[src/rtl/pcie_wseg_pkg.sv]
package pcie_wseg_pkg;
    localparam int QW_BITS = 64;
    localparam int QW_BE   = 8;

    typedef enum logic [2:0] {
        ST_IDLE,
        ST_COLLECT,
        ST_ERR,
        ST_DESC,
        ST_DATA
    } seg_state_e;

    typedef struct packed {
        logic [QW_BE-1:0]   be;
        logic [QW_BITS-1:0] data;
    } beat_t;
endpackage

[src/rtl/pcie_wseg_becheck.sv]
module pcie_wseg_becheck (
    input  logic       multi,
    input  logic       last,
    input  logic [7:0] be,
    output logic       ok
);
    logic prefix;

    always_comb begin
        prefix = (be != 8'h00) && ((be & (be + 8'd1)) == 8'h00);
        if (!multi) begin
            ok = 1'b1;
        end else if (last) begin
            ok = prefix;
        end else begin
            ok = (be == 8'hFF);
        end
    end
endmodule

[src/rtl/pcie_wseg_store.sv]
module pcie_wseg_store #(
    parameter int DEPTH = 64,
    parameter int W     = 72,
    parameter int NRD   = 3,
    localparam int IDX_W = $clog2(DEPTH)
) (
    input  logic                      clk,
    input  logic                      we,
    input  logic [IDX_W-1:0]          waddr,
    input  logic [W-1:0]              wdata,
    input  logic [NRD-1:0][IDX_W-1:0] raddr,
    output logic [NRD-1:0][W-1:0]     rdata
);
    logic [W-1:0] mem [DEPTH];

    always_ff @(posedge clk) begin
        if (we) begin
            mem[waddr] <= wdata;
        end
    end

    for (genvar p = 0; p < NRD; p++) begin : g_rd
        assign rdata[p] = mem[raddr[p]];
    end
endmodule

[src/rtl/pcie_wseg_split.sv]
module pcie_wseg_split #(
    parameter int CNT_W       = 7,
    parameter int BOUND_BYTES = 4096,
    localparam int OFS_W     = $clog2(BOUND_BYTES),
    localparam int BND_BEATS = BOUND_BYTES / 8,
    localparam int ROOM_W    = $clog2(BND_BEATS) + 1,
    localparam int CW        = (ROOM_W > CNT_W) ? ROOM_W : CNT_W
) (
    input  logic [OFS_W-4:0] qw_ofs,
    input  logic [CNT_W-1:0] beats_left,
    input  logic [CNT_W-1:0] cap_beats,
    output logic [CNT_W-1:0] pkt_beats
);
    logic [CW-1:0] room;
    logic [CW-1:0] lft;
    logic [CW-1:0] cap;
    logic [CW-1:0] m1;
    logic [CW-1:0] res;

    always_comb begin
        room = CW'(BND_BEATS) - CW'(qw_ofs);
        lft  = CW'(beats_left);
        cap  = CW'(cap_beats);
        m1   = (lft < cap) ? lft : cap;
        res  = (room < m1) ? room : m1;
        pkt_beats = CNT_W'(res);
    end
endmodule

[src/rtl/pcie_wseg_desc.sv]
module pcie_wseg_desc #(
    parameter int ADDR_W = 64,
    parameter int CNT_W  = 7,
    parameter int LEN_W  = 10
) (
    input  logic [ADDR_W-1:0] base_addr,
    input  logic [CNT_W-1:0]  pkt_beats,
    input  logic              single,
    input  logic              final_pkt,
    input  logic [7:0]        be_first,
    input  logic [7:0]        be_end,
    output logic [ADDR_W-1:0] pkt_addr,
    output logic [LEN_W-1:0]  len_dw,
    output logic [3:0]        first_be,
    output logic [3:0]        last_be,
    output logic              hdr4
);
    logic drop_lo;
    logic drop_hi;

    always_comb begin
        drop_lo  = single && (be_first[3:0] == 4'h0) && (be_first[7:4] != 4'h0);
        drop_hi  = final_pkt && (be_end[7:4] == 4'h0);
        len_dw   = LEN_W'({pkt_beats, 1'b0}) - LEN_W'(drop_lo) - LEN_W'(drop_hi);
        pkt_addr = base_addr + (drop_lo ? ADDR_W'(4) : ADDR_W'(0));
        first_be = drop_lo ? be_first[7:4] : be_first[3:0];
        if (len_dw == LEN_W'(1)) begin
            last_be = 4'h0;
        end else if (drop_hi) begin
            last_be = be_end[3:0];
        end else begin
            last_be = be_end[7:4];
        end
        hdr4 = |pkt_addr[ADDR_W-1:32];
    end
endmodule

[src/rtl/pcie_write_segmenter.sv]
module pcie_write_segmenter
    import pcie_wseg_pkg::*;
#(
    parameter int ADDR_W          = 64,
    parameter int MAX_BURST_BYTES = 512,
    parameter int BOUND_BYTES     = 4096,
    parameter int LEN_W           = 10,
    localparam int QA_W      = ADDR_W - 3,
    localparam int MAX_BEATS = MAX_BURST_BYTES / QW_BE,
    localparam int CNT_W     = $clog2(MAX_BEATS) + 1,
    localparam int IDX_W     = $clog2(MAX_BEATS),
    localparam int OFS_W     = $clog2(BOUND_BYTES),
    localparam int ENT_W     = QW_BITS + QW_BE
) (
    input  logic               clk,
    input  logic               rst_n,
    input  logic               avs_write,
    input  logic [QA_W-1:0]    avs_qw_address,
    input  logic [CNT_W-1:0]   avs_burstcount,
    input  logic [QW_BITS-1:0] avs_writedata,
    input  logic [QW_BE-1:0]   avs_byteenable,
    output logic               avs_waitrequest,
    input  logic [1:0]         mps_sel,
    output logic               desc_valid,
    input  logic               desc_ready,
    output logic [ADDR_W-1:0]  desc_addr,
    output logic [LEN_W-1:0]   desc_len_dw,
    output logic [3:0]         desc_first_be,
    output logic [3:0]         desc_last_be,
    output logic               desc_4dw,
    output logic               pl_valid,
    input  logic               pl_ready,
    output logic [QW_BITS-1:0] pl_data,
    output logic               pl_last,
    output logic               wr_err
);
    seg_state_e state_q, state_d;

    logic [ADDR_W-1:0] cur_addr_q;
    logic [CNT_W-1:0]  total_q;
    logic [CNT_W-1:0]  left_q;
    logic [CNT_W-1:0]  got_q;
    logic [CNT_W-1:0]  cap_q;
    logic [CNT_W-1:0]  pkt_len_q;
    logic [CNT_W-1:0]  idx_q;
    logic [IDX_W-1:0]  base_q;
    logic              bad_q;

    logic              accept;
    logic              beat_multi;
    logic              beat_last;
    logic              beat_ok;
    logic [CNT_W-1:0]  bc_eff;
    logic [CNT_W-1:0]  cap_sel;
    logic [CNT_W-1:0]  pkt_beats;
    logic              pkt_end;
    logic              final_pkt;
    logic              single;
    logic              store_we;
    logic [IDX_W-1:0]  store_waddr;
    beat_t             store_wdata;
    logic [2:0][IDX_W-1:0] rd_idx;
    logic [2:0][ENT_W-1:0] rd_ent;
    beat_t             ent_first;
    beat_t             ent_end;
    beat_t             ent_pl;

    // ---------------- beat intake ----------------
    always_comb begin
        accept = avs_write && !avs_waitrequest;
        bc_eff = (avs_burstcount == '0) ? CNT_W'(1) : avs_burstcount;
        if (state_q == ST_IDLE) begin
            beat_multi = (bc_eff > CNT_W'(1));
            beat_last  = (bc_eff == CNT_W'(1));
        end else begin
            beat_multi = 1'b1;
            beat_last  = ((got_q + CNT_W'(1)) == total_q);
        end
    end

    pcie_wseg_becheck u_becheck (
        .multi (beat_multi),
        .last  (beat_last),
        .be    (avs_byteenable),
        .ok    (beat_ok)
    );

    always_comb begin
        unique case (mps_sel)
            2'd1:    cap_sel = CNT_W'(256 / QW_BE);
            2'd2:    cap_sel = CNT_W'(512 / QW_BE);
            default: cap_sel = CNT_W'(128 / QW_BE);
        endcase
        if (cap_sel > CNT_W'(MAX_BEATS)) begin
            cap_sel = CNT_W'(MAX_BEATS);
        end
    end

    // ---------------- beat store ----------------
    always_comb begin
        store_we          = accept && ((state_q == ST_IDLE) || (state_q == ST_COLLECT));
        store_waddr       = (state_q == ST_IDLE) ? '0 : IDX_W'(got_q);
        store_wdata.be    = avs_byteenable;
        store_wdata.data  = avs_writedata;
        rd_idx[0]         = base_q;
        rd_idx[1]         = base_q + IDX_W'(pkt_beats - CNT_W'(1));
        rd_idx[2]         = base_q + IDX_W'(idx_q);
    end

    pcie_wseg_store #(
        .DEPTH (MAX_BEATS),
        .W     (ENT_W),
        .NRD   (3)
    ) u_store (
        .clk   (clk),
        .we    (store_we),
        .waddr (store_waddr),
        .wdata (store_wdata),
        .raddr (rd_idx),
        .rdata (rd_ent)
    );

    assign ent_first = rd_ent[0];
    assign ent_end   = rd_ent[1];
    assign ent_pl    = rd_ent[2];

    // ---------------- packet planning ----------------
    pcie_wseg_split #(
        .CNT_W       (CNT_W),
        .BOUND_BYTES (BOUND_BYTES)
    ) u_split (
        .qw_ofs     (cur_addr_q[OFS_W-1:3]),
        .beats_left (left_q),
        .cap_beats  (cap_q),
        .pkt_beats  (pkt_beats)
    );

    always_comb begin
        final_pkt = (pkt_beats == left_q);
        single    = (total_q == CNT_W'(1));
        pkt_end   = (idx_q == (pkt_len_q - CNT_W'(1)));
    end

    pcie_wseg_desc #(
        .ADDR_W (ADDR_W),
        .CNT_W  (CNT_W),
        .LEN_W  (LEN_W)
    ) u_desc (
        .base_addr (cur_addr_q),
        .pkt_beats (pkt_beats),
        .single    (single),
        .final_pkt (final_pkt),
        .be_first  (ent_first.be),
        .be_end    (ent_end.be),
        .pkt_addr  (desc_addr),
        .len_dw    (desc_len_dw),
        .first_be  (desc_first_be),
        .last_be   (desc_last_be),
        .hdr4      (desc_4dw)
    );

    // ---------------- state register ----------------
    always_ff @(posedge clk) begin
        if (!rst_n) begin
            state_q <= ST_IDLE;
        end else begin
            state_q <= state_d;
        end
    end

    // ---------------- next state ----------------
    always_comb begin
        state_d = state_q;
        unique case (state_q)
            ST_IDLE: begin
                if (accept) begin
                    if (!beat_last) begin
                        state_d = ST_COLLECT;
                    end else begin
                        state_d = beat_ok ? ST_DESC : ST_ERR;
                    end
                end
            end
            ST_COLLECT: begin
                if (accept && beat_last) begin
                    state_d = (bad_q || !beat_ok) ? ST_ERR : ST_DESC;
                end
            end
            ST_ERR: begin
                state_d = ST_IDLE;
            end
            ST_DESC: begin
                if (desc_ready) begin
                    state_d = ST_DATA;
                end
            end
            ST_DATA: begin
                if (pl_ready && pkt_end) begin
                    state_d = (left_q == pkt_len_q) ? ST_IDLE : ST_DESC;
                end
            end
            default: state_d = ST_IDLE;
        endcase
    end

    // ---------------- outputs ----------------
    always_comb begin
        avs_waitrequest = !((state_q == ST_IDLE) || (state_q == ST_COLLECT));
        desc_valid      = (state_q == ST_DESC);
        pl_valid        = (state_q == ST_DATA);
        wr_err          = (state_q == ST_ERR);
        pl_data         = ent_pl.data;
        pl_last         = pkt_end;
    end

    // ---------------- datapath ----------------
    always_ff @(posedge clk) begin
        if (!rst_n) begin
            cur_addr_q <= '0;
            total_q    <= '0;
            left_q     <= '0;
            got_q      <= '0;
            cap_q      <= '0;
            pkt_len_q  <= '0;
            idx_q      <= '0;
            base_q     <= '0;
            bad_q      <= 1'b0;
        end else begin
            unique case (state_q)
                ST_IDLE: begin
                    if (accept) begin
                        cur_addr_q <= {avs_qw_address, 3'b000};
                        total_q    <= bc_eff;
                        left_q     <= bc_eff;
                        got_q      <= CNT_W'(1);
                        cap_q      <= cap_sel;
                        base_q     <= '0;
                        bad_q      <= !beat_ok;
                    end
                end
                ST_COLLECT: begin
                    if (accept) begin
                        got_q <= got_q + CNT_W'(1);
                        bad_q <= bad_q || !beat_ok;
                    end
                end
                ST_DESC: begin
                    if (desc_ready) begin
                        pkt_len_q <= pkt_beats;
                        idx_q     <= '0;
                    end
                end
                ST_DATA: begin
                    if (pl_ready) begin
                        if (pkt_end) begin
                            cur_addr_q <= cur_addr_q + ADDR_W'({pkt_len_q, 3'b000});
                            left_q     <= left_q - pkt_len_q;
                            base_q     <= base_q + IDX_W'(pkt_len_q);
                        end else begin
                            idx_q <= idx_q + CNT_W'(1);
                        end
                    end
                end
                default: begin
                end
            endcase
        end
    end
endmodule

[config.mk]
export PLATFORM = sky130hd
export DESIGN_NAME = pcie_write_segmenter
export DESIGN_NICKNAME = d
export VERILOG_FILES = /design/src/rtl/pcie_wseg_pkg.sv /design/src/rtl/pcie_wseg_becheck.sv /design/src/rtl/pcie_wseg_store.sv /design/src/rtl/pcie_wseg_split.sv /design/src/rtl/pcie_wseg_desc.sv /design/src/rtl/pcie_write_segmenter.sv
export SDC_FILE = /design/constraint.sdc
export NUM_CORES = 2
export LEC_CHECK = 0
export BUFFER_PORTS_ARGS = -buffer_cell sky130_fd_sc_hd__buf_2
export CAP_MARGIN = 10
export CORE_MARGIN = 1.5
export CORE_UTILIZATION = 55
export CTS_CLUSTER_DIAMETER = 120
export DETAILED_ROUTE_END_ITERATION = 10
export PLACE_DENSITY = 0.71
export SETUP_SLACK_MARGIN = 0.05
export SLEW_MARGIN = 30
export SYNTH_ARGS = -nofsm -noshare
export SYNTH_HDL_FRONTEND = slang
export SYNTH_MEMORY_MAX_BITS = 65536
export SYNTH_SLANG_ARGS = --single-unit
[constraint.sdc]
create_clock -name clk -period 19.95 [get_ports clk]
set_clock_uncertainty 0.1 [all_clocks]
set_input_delay 2.9925 -clock clk [delete_from_list [all_inputs] [get_ports clk]]
set_output_delay 2.9925 -clock clk [all_outputs]
set_load 0.005 [all_outputs]
# --- Word-level counts from Yosys, hierarchy flattened ---
# Memories as Yosys holds them, arrays and structs flattened. A register that Yosys moved wholly into a read port is not among the register bits.
# Index checks and enable logic that the tools add are counted.
word_totals:
  out_inout_bits: 152
  reg_bits: 116
  wordCells: 130
  in_bits: 147
  memories: 1
  mem_bits_rw: 4608
op_classes:
  order_cmp: 4
  n_eq_ne: 22
  bitwise_logic: 1
  n_mux: 49
  reduce_logical: 29
  addsub: 14
mem_list:
  columns: ["memory", "depth", "word_bits", "rd", "rd_ports_with_merged_regs", "write_ports", "line", "source"]
  rows:
  - ["u_store.mem", 64, 72, 3, 1, 1, "pcie_wseg_store.sv:14", "logic [W-1:0] mem [DEPTH];"]
ops:
  columns: ["op", "n"]
  rows:
  - ["$mux W64", 3]
  - ["$pmux W64 S2", 1]
  - ["$mux W7", 12]
  - ["$add A64 B10 Y64", 1]
  - ["$add A64 B64 Y64", 1]
  - ["$pmux W7 S2", 4]
  - ["$mux W6", 6]
  - ["$reduce_or A32 Y1", 1]
  - ["$eq A7 B7 Y1", 4]
  - ["$add A6 B6 Y6", 3]
  - ["$mux W3", 5]
  - ["$add A7 B1 Y7 const B", 2]
  - ["$eq A7 B1 Y1 const B", 2]
  - ["$mux W4", 3]
  - ["$pmux W3 S4", 1]
  - ["$pmux W6 S2", 1]
  - ["$reduce_and A4 Y1", 3]
  - ["$eq A10 B1 Y1 const B", 1]
  - ["$lt A10 B7 Y1", 1]
  - ["$mux W1", 10]
  - ["$ne A2 B1 Y1 const B", 5]
  - ["$sub A10 B1 Y10", 1]
  - ["$sub A10 B9 Y10 const A", 1]
  - ["$sub A8 B1 Y9", 1]
  - ["29 further kinds", 46]

# --- Longest topological paths before layout ---
# An unclocked memory read counts as a cell.
logic_depth:
  depth_word: 12
  mapped_depth: 42
  depth_no_buf: 38

# --- Cells and area by module ---
# From an unflattened synthesis, not the netlist that was laid out.
hier_totals:
  cells_unflattened: 13769
  area_unflattened_um2: 253864.7
by_module_without_submodules:
  columns: ["module", "area_per_inst_um2", "cells_each", "seq_area_each_um2", "n_inst"]
  rows:
  - ["pcie_wseg_store", 243233.3, 12307, 138372.7, 1]
  - ["pcie_write_segmenter", 7763.7, 1042, 2182.1, 1]
  - ["pcie_wseg_desc", 2172.1, 330, 0.0, 1]
  - ["pcie_wseg_split", 635.6, 81, 0.0, 1]
  - ["pcie_wseg_becheck", 60.1, 9, 0.0, 1]

# --- Worst setup path after synthesis ---
# No wires, ideal clock.
synth_path:
  path_type: "reg2out"
  startpoint: "reg cap_q[6]"
  endpoint: "out desc_last_be[0]"
  slack_ns: 8.102
  path_buffers: 6
  path_stages_with_launch: 40
  t_required_ns: 16.857
  arrival_ns: 8.756
  cell_sequence: "dfxtp_1 inv_1 ha_1 a21o_1 a31oi_1 nand2_1 ha_1 o211a_1 o31ai_1 a21oi_1 or3_1 nand2_1 clkinv_1 buf_2 buf_1 buf_1 nand2_1 ha_1 (+4 left out) nand2_1 clkbuf_1 clkbuf_1 a2111oi_0 a2111oi_0 o2111ai_1 o22a_1 and3_1 ha_1 nand2_1 a211oi_1 o211ai_1 nor2b_1 a221o_1 xnor3_1 nor4_4 nor2b_1 a31o_1"
synth_between:
  elab_chain_cells: 12
  word_cells_on_any_way: 15
  cone_classes: "add/sub (4); order compare (2); eq/ne (2); mux (4); reduce/logical (2); memory (1)"
synth_rtl:
  columns: ["element", "line", "source"]
  rows:
  - ["start: declaration", "pcie_write_segmenter.sv:43", "logic [CNT_W-1:0] cap_q;"]
  - ["start signal: assignment", "pcie_write_segmenter.sv:236", "cap_q <= cap_sel;"]
  - ["$lt A7 B7 Y1", "pcie_wseg_split.sv:24", "m1 = (lft < cap) ? lft : cap;"]
  - ["$mux W7 (*)", "pcie_wseg_split.sv:24", null]
  - ["$lt A10 B7 Y1", "pcie_wseg_split.sv:25", "res = (room < m1) ? room : m1;"]
  - ["$mux W7 (*)", "pcie_wseg_split.sv:25", null]
  - ["$sub A6 B1 Y6", "pcie_write_segmenter.sv:106", "rd_idx[1] = base_q + IDX_W'(pkt_beats - CNT_W'(1));"]
  - ["$add A6 B6 Y6", "pcie_write_segmenter.sv:106", null]
  - ["$mem_v2 Z64 W72", null, null]
  - ["$logic_not A4 Y1", "pcie_wseg_desc.sv:23", "drop_hi = final_pkt && (be_end[7:4] == 4'h0);"]
  - ["$logic_and A1 B1 Y1", "pcie_wseg_desc.sv:23", null]
  - ["$sub A10 B1 Y10 (*)", "pcie_wseg_desc.sv:24", "len_dw = LEN_W'({pkt_beats, 1'b0}) - LEN_W'(drop_lo) - LEN_W'(drop_hi);"]
  - ["named net desc_len_dw[7]", "pcie_write_segmenter.sv:27", "output logic [LEN_W-1:0] desc_len_dw,"]
  - ["$eq A10 B1 Y1 (*)", "pcie_wseg_desc.sv:27", "if (len_dw == LEN_W'(1)) begin"]
  - ["$mux W4 (*)", "pcie_wseg_desc.sv:27", null]
  - ["end: declaration", "pcie_write_segmenter.sv:29", "output logic [3:0] desc_last_be,"]
# The timed path passes the listed nets; every way through them passes the cells marked *.

# --- Worst setup path in the final report ---
layout_path:
  startpoint: "reg left_q[6]"
  endpoint: "out desc_last_be[0]"
layout_between:
  elab_chain_cells: 12
  word_cells_on_any_way: 15
  cone_classes: "add/sub (4); order compare (2); eq/ne (2); mux (4); reduce/logical (2); memory (1)"
layout_rtl:
  columns: ["element", "line", "source"]
  rows:
  - ["start: declaration", "pcie_write_segmenter.sv:41", "logic [CNT_W-1:0] left_q;"]
  - ["start signal: assignment", "pcie_write_segmenter.sv:257", "left_q <= left_q - pkt_len_q;"]
  - ["$lt A7 B7 Y1", "pcie_wseg_split.sv:24", null]
  - ["$mux W7", "pcie_wseg_split.sv:24", null]
  - ["$lt A10 B7 Y1", "pcie_wseg_split.sv:25", null]
  - ["$mux W7", "pcie_wseg_split.sv:25", null]
  - ["$sub A6 B1 Y6", "pcie_write_segmenter.sv:106", null]
  - ["$add A6 B6 Y6", "pcie_write_segmenter.sv:106", null]
  - ["$mem_v2 Z64 W72", null, null]
  - ["$logic_not A4 Y1", "pcie_wseg_desc.sv:23", null]
  - ["$logic_and A1 B1 Y1", "pcie_wseg_desc.sv:23", null]
  - ["$sub A10 B1 Y10", "pcie_wseg_desc.sv:24", null]
  - ["$eq A10 B1 Y1", "pcie_wseg_desc.sv:27", null]
  - ["$mux W4 (*)", "pcie_wseg_desc.sv:27", null]
# Mark *: on every way between the ends. The rest lies on a longest branch, timed or not.

==> results.md <==
* Worst min path class: reg2reg
* CP bufs+invs at 8
* Worst setup SP type: flip-flop
* Unrepaired setup endpoints after global routing: no
* FILL cells at 23200
* CP max stage cell: o311ai_0
* GRT overflow at 0
* Initial antenna violation count at 36
* Worst hold slack at 0.394 ns
* Register area share after synthesis at approximately 74%
* Distinct cells, synth at 91
* Placed cell count at around 14000
* DRC at 0
* Crit path largest cell delay at roughly 0.73 ns
* Final wirelength at 570000 um
* Gate Count Post-Synth at around 9000
* ANT nets after route at 0
* Outcome: finished, final reports clean
* Starting Density at between 50% and 60%
* Hold depth at 2
* Setup tns final at 0 ns
* First-pass GRT wire length at between 700000 and 800000 um
* Commonest cells post-synth: edfxtp_1 (4608), mux4_2 (1453), clkbuf_1 (435)
* Post-route setup slack at between 3 and 4 ns
* Max Freq at between 60 and 70 MHz
* Total CTS buffers at roughly 450
* Post-CTS Setup Inserts at 0
* Max-slew headroom at between 20 and 30%
* Vert. Die Dim at roughly 590 um
* Crit path depth at 36
* Die area at ~350000 um^2
* Max Slew Vio Count at 0
* # Max-Cap Violations at 0
* Synthesized cell area at about 190000 um^2
* Gpl congestion at approximately 0.96
* Port buffer count at just under 300
* Top-area cell type share of the netlist area at a little over 70%
* Area grow syn2layout at 12.1%
* VDD IR max at roughly 0.088 mV
* Final min period at 16.46 ns
* Hold-fix buffers, CTS at 0
* Boundary pin count at between 200 and 300
* Reg area at roughly 140000 um^2
* Dpl hpwl at around 310000 um
* GR Layer Usage met3 at roughly 7.8%
* Worst-Margin Slew at 1.07 ns
* Crit. End Element: primary output
* Top post-synthesis cells by area: edfxtp_1 (73%), mux4_2 (17%), dfxtp_1 (1.2%), clkbuf_1 (0.86%), nand2_1 (0.72%)
* M2 GR Usage at between 50% and 60%
* Met1 usage at between 40% and 50%
* Drt initial violations at ~17000
* Yosys Warn Count at 0
* Clock latency on the worst-skew pair at approximately 1.0 ns
* Pre-CTS WS at 4.88 ns
* Number of setup violations in the final report at 0
* Clock-pin slew on the worst setup and hold paths at approximately 0.06 ns
* Largest delay share family, worst path: simple AND/OR/NAND/NOR gates
* Via-to-Cell Ratio at a little over 7
* Post-synth EDFFs at ~4600
* Core area at 346000 um^2
* Most frequent cell after synthesis: edfxtp_1
* Clk sinks at between 4000 and 5000
* Post-synth ARST share at 0%
* Pleak at about 66 nW
* Row cnt at approximately 220
* CTS resizes at 0
* Post-Syn Area per Cell at 20.8 um^2
* Htree depth at 5
* Clock tree buffer depth at 4
* Final period util at between 80% and 90%
* Pin count of the biggest net entering global routing at 138
* Non-Filler Instances at around 15000
* Number of global-route vias before repair at 100000
* Total Routing Usage GR at between 30% and 40%
* Multi-input logic area at just under 50000 um^2
* FF+latch count, synth at 4723
* Root Buffer: clkbuf_16
* CTS tree: built
* PwrDens at ~110 nW/um^2
* Leading area contributor after synthesis: edfxtp_1
* Crit-path max FO at 52
* Setup CP Type: reg2out
* DRT Pass-1 Iters at 9
* Hold Vio Cnt, Final at 0
* Critical path data required time at roughly 17 ns
* Die Span X at between 500 and 600 um
* Ys flop type: edfxtp_1
* Pwr Total at 22.8 mW
* Register-to-Register Path Depth at 14
* Worst Path Arrival at roughly 13 ns
* WL per Instance at 39.1 um
* Gr busiest metal: met2
* Net count, final at a little under 10000
* Via count of the routed design at 103000
* Share of layout cells above drive strength 1 at 28.2%
## path summary, 6_finish.rpt
| path | slack [ns] | end | from |
|---|---|---|---|
| max reg2reg | 14.50 | pkt_len_q[0] | left_q[6] |
| min | 0.39 | cap_q[6] | cap_q[6] |
| max | 3.49 | desc_last_be[0] | left_q[6] |
| min reg2reg | 0.39 | cap_q[6] | cap_q[6] |
## state kept, by name (all words and copies together) (netlist names), named ones only
name,flops
base_q,6
idx_q,7
pkt_len_q,7
bad_q,1
u_store.mem,4608
left_q,7
cap_q,3
total_q,7
cur_addr_q,61
state_q,3
got_q,7
## layer usage
metal / part of all wire (%) / wire length [um]
met1: 37 / 209000
met2: 47 / 267000
met3: 12 / 70200
met4: 4.3 / 24500
met5: 0.017 / 96
## worst register-to-register path: cells and delay by family (launching register included)
family                   cells  cell delay, ns
AO/OA/AOI/OAI                5            1.73
flip-flops                   1            0.43
AND/OR/NAND/NOR              3            0.45
buffers and inverters        3            1.43
multiplexers                 1            0.52
adder cells (fa/ha/maj)      2            0.67
## area by class of cell
class                      instances  area share (%)
multi-input combinational       3788            22.5
timing repair buffer             583            2.06
clock buffer                     557            5.54
inverter                          62           0.109
clock inverter                   274            1.27
tap                             4578            2.68
sequential                      4723            65.8
antenna                           22          0.0258
## where the power goes
| part | internal [mW] | total [mW] | leakage, nW | switching [mW] |
|---|---|---|---|---|
| Combinational | 1.06 | 3.15 | 16.3 | 2.09 |
| Clock | 4.77 | 8.51 | 7.07 | 3.74 |
| Sequential | 11.0 | 11.1 | 42.4 | 0.118 |
## cells by family after synthesis
kind of cell / synth area share, %
flops: 73.8
mux: 17.9
simple gates: 2.95
compound gates: 3.12
buf+inv: 1.33
xor+xnor: 0.531
fa+ha+maj: 0.366
other cells: 0.00197
## layout by cell type (no fill, tap or decap), drive strengths merged, types with 34 or more instances in the layout
cell,instances
bufinv,42
o21ai,132
inv,78
nor4,38
ha,47
nor2b,100
dfxtp,115
a21oi,172
nand4,37
mux4,1453
clkbuf,557
and3,63
clkinv,200
nor2,248
xnor2,66
xor2,47
edfxtp,4608
mux2i,122
nor3,78
a21boi,34
buf,583
nand3,130
a211oi,127
a31oi,38
nand2,369
## through the flow
stage / cell area, um^2 / util (%)
global route: 214000 / 61.8
floorplan: 191000 / -
CTS: 213000 / 61.7
finish: 214000 / 61.8
global placement: 198000 / 57.4
detailed placement: 199000 / 57.5
No activity file was read; power rests on OpenSTA's default activity.
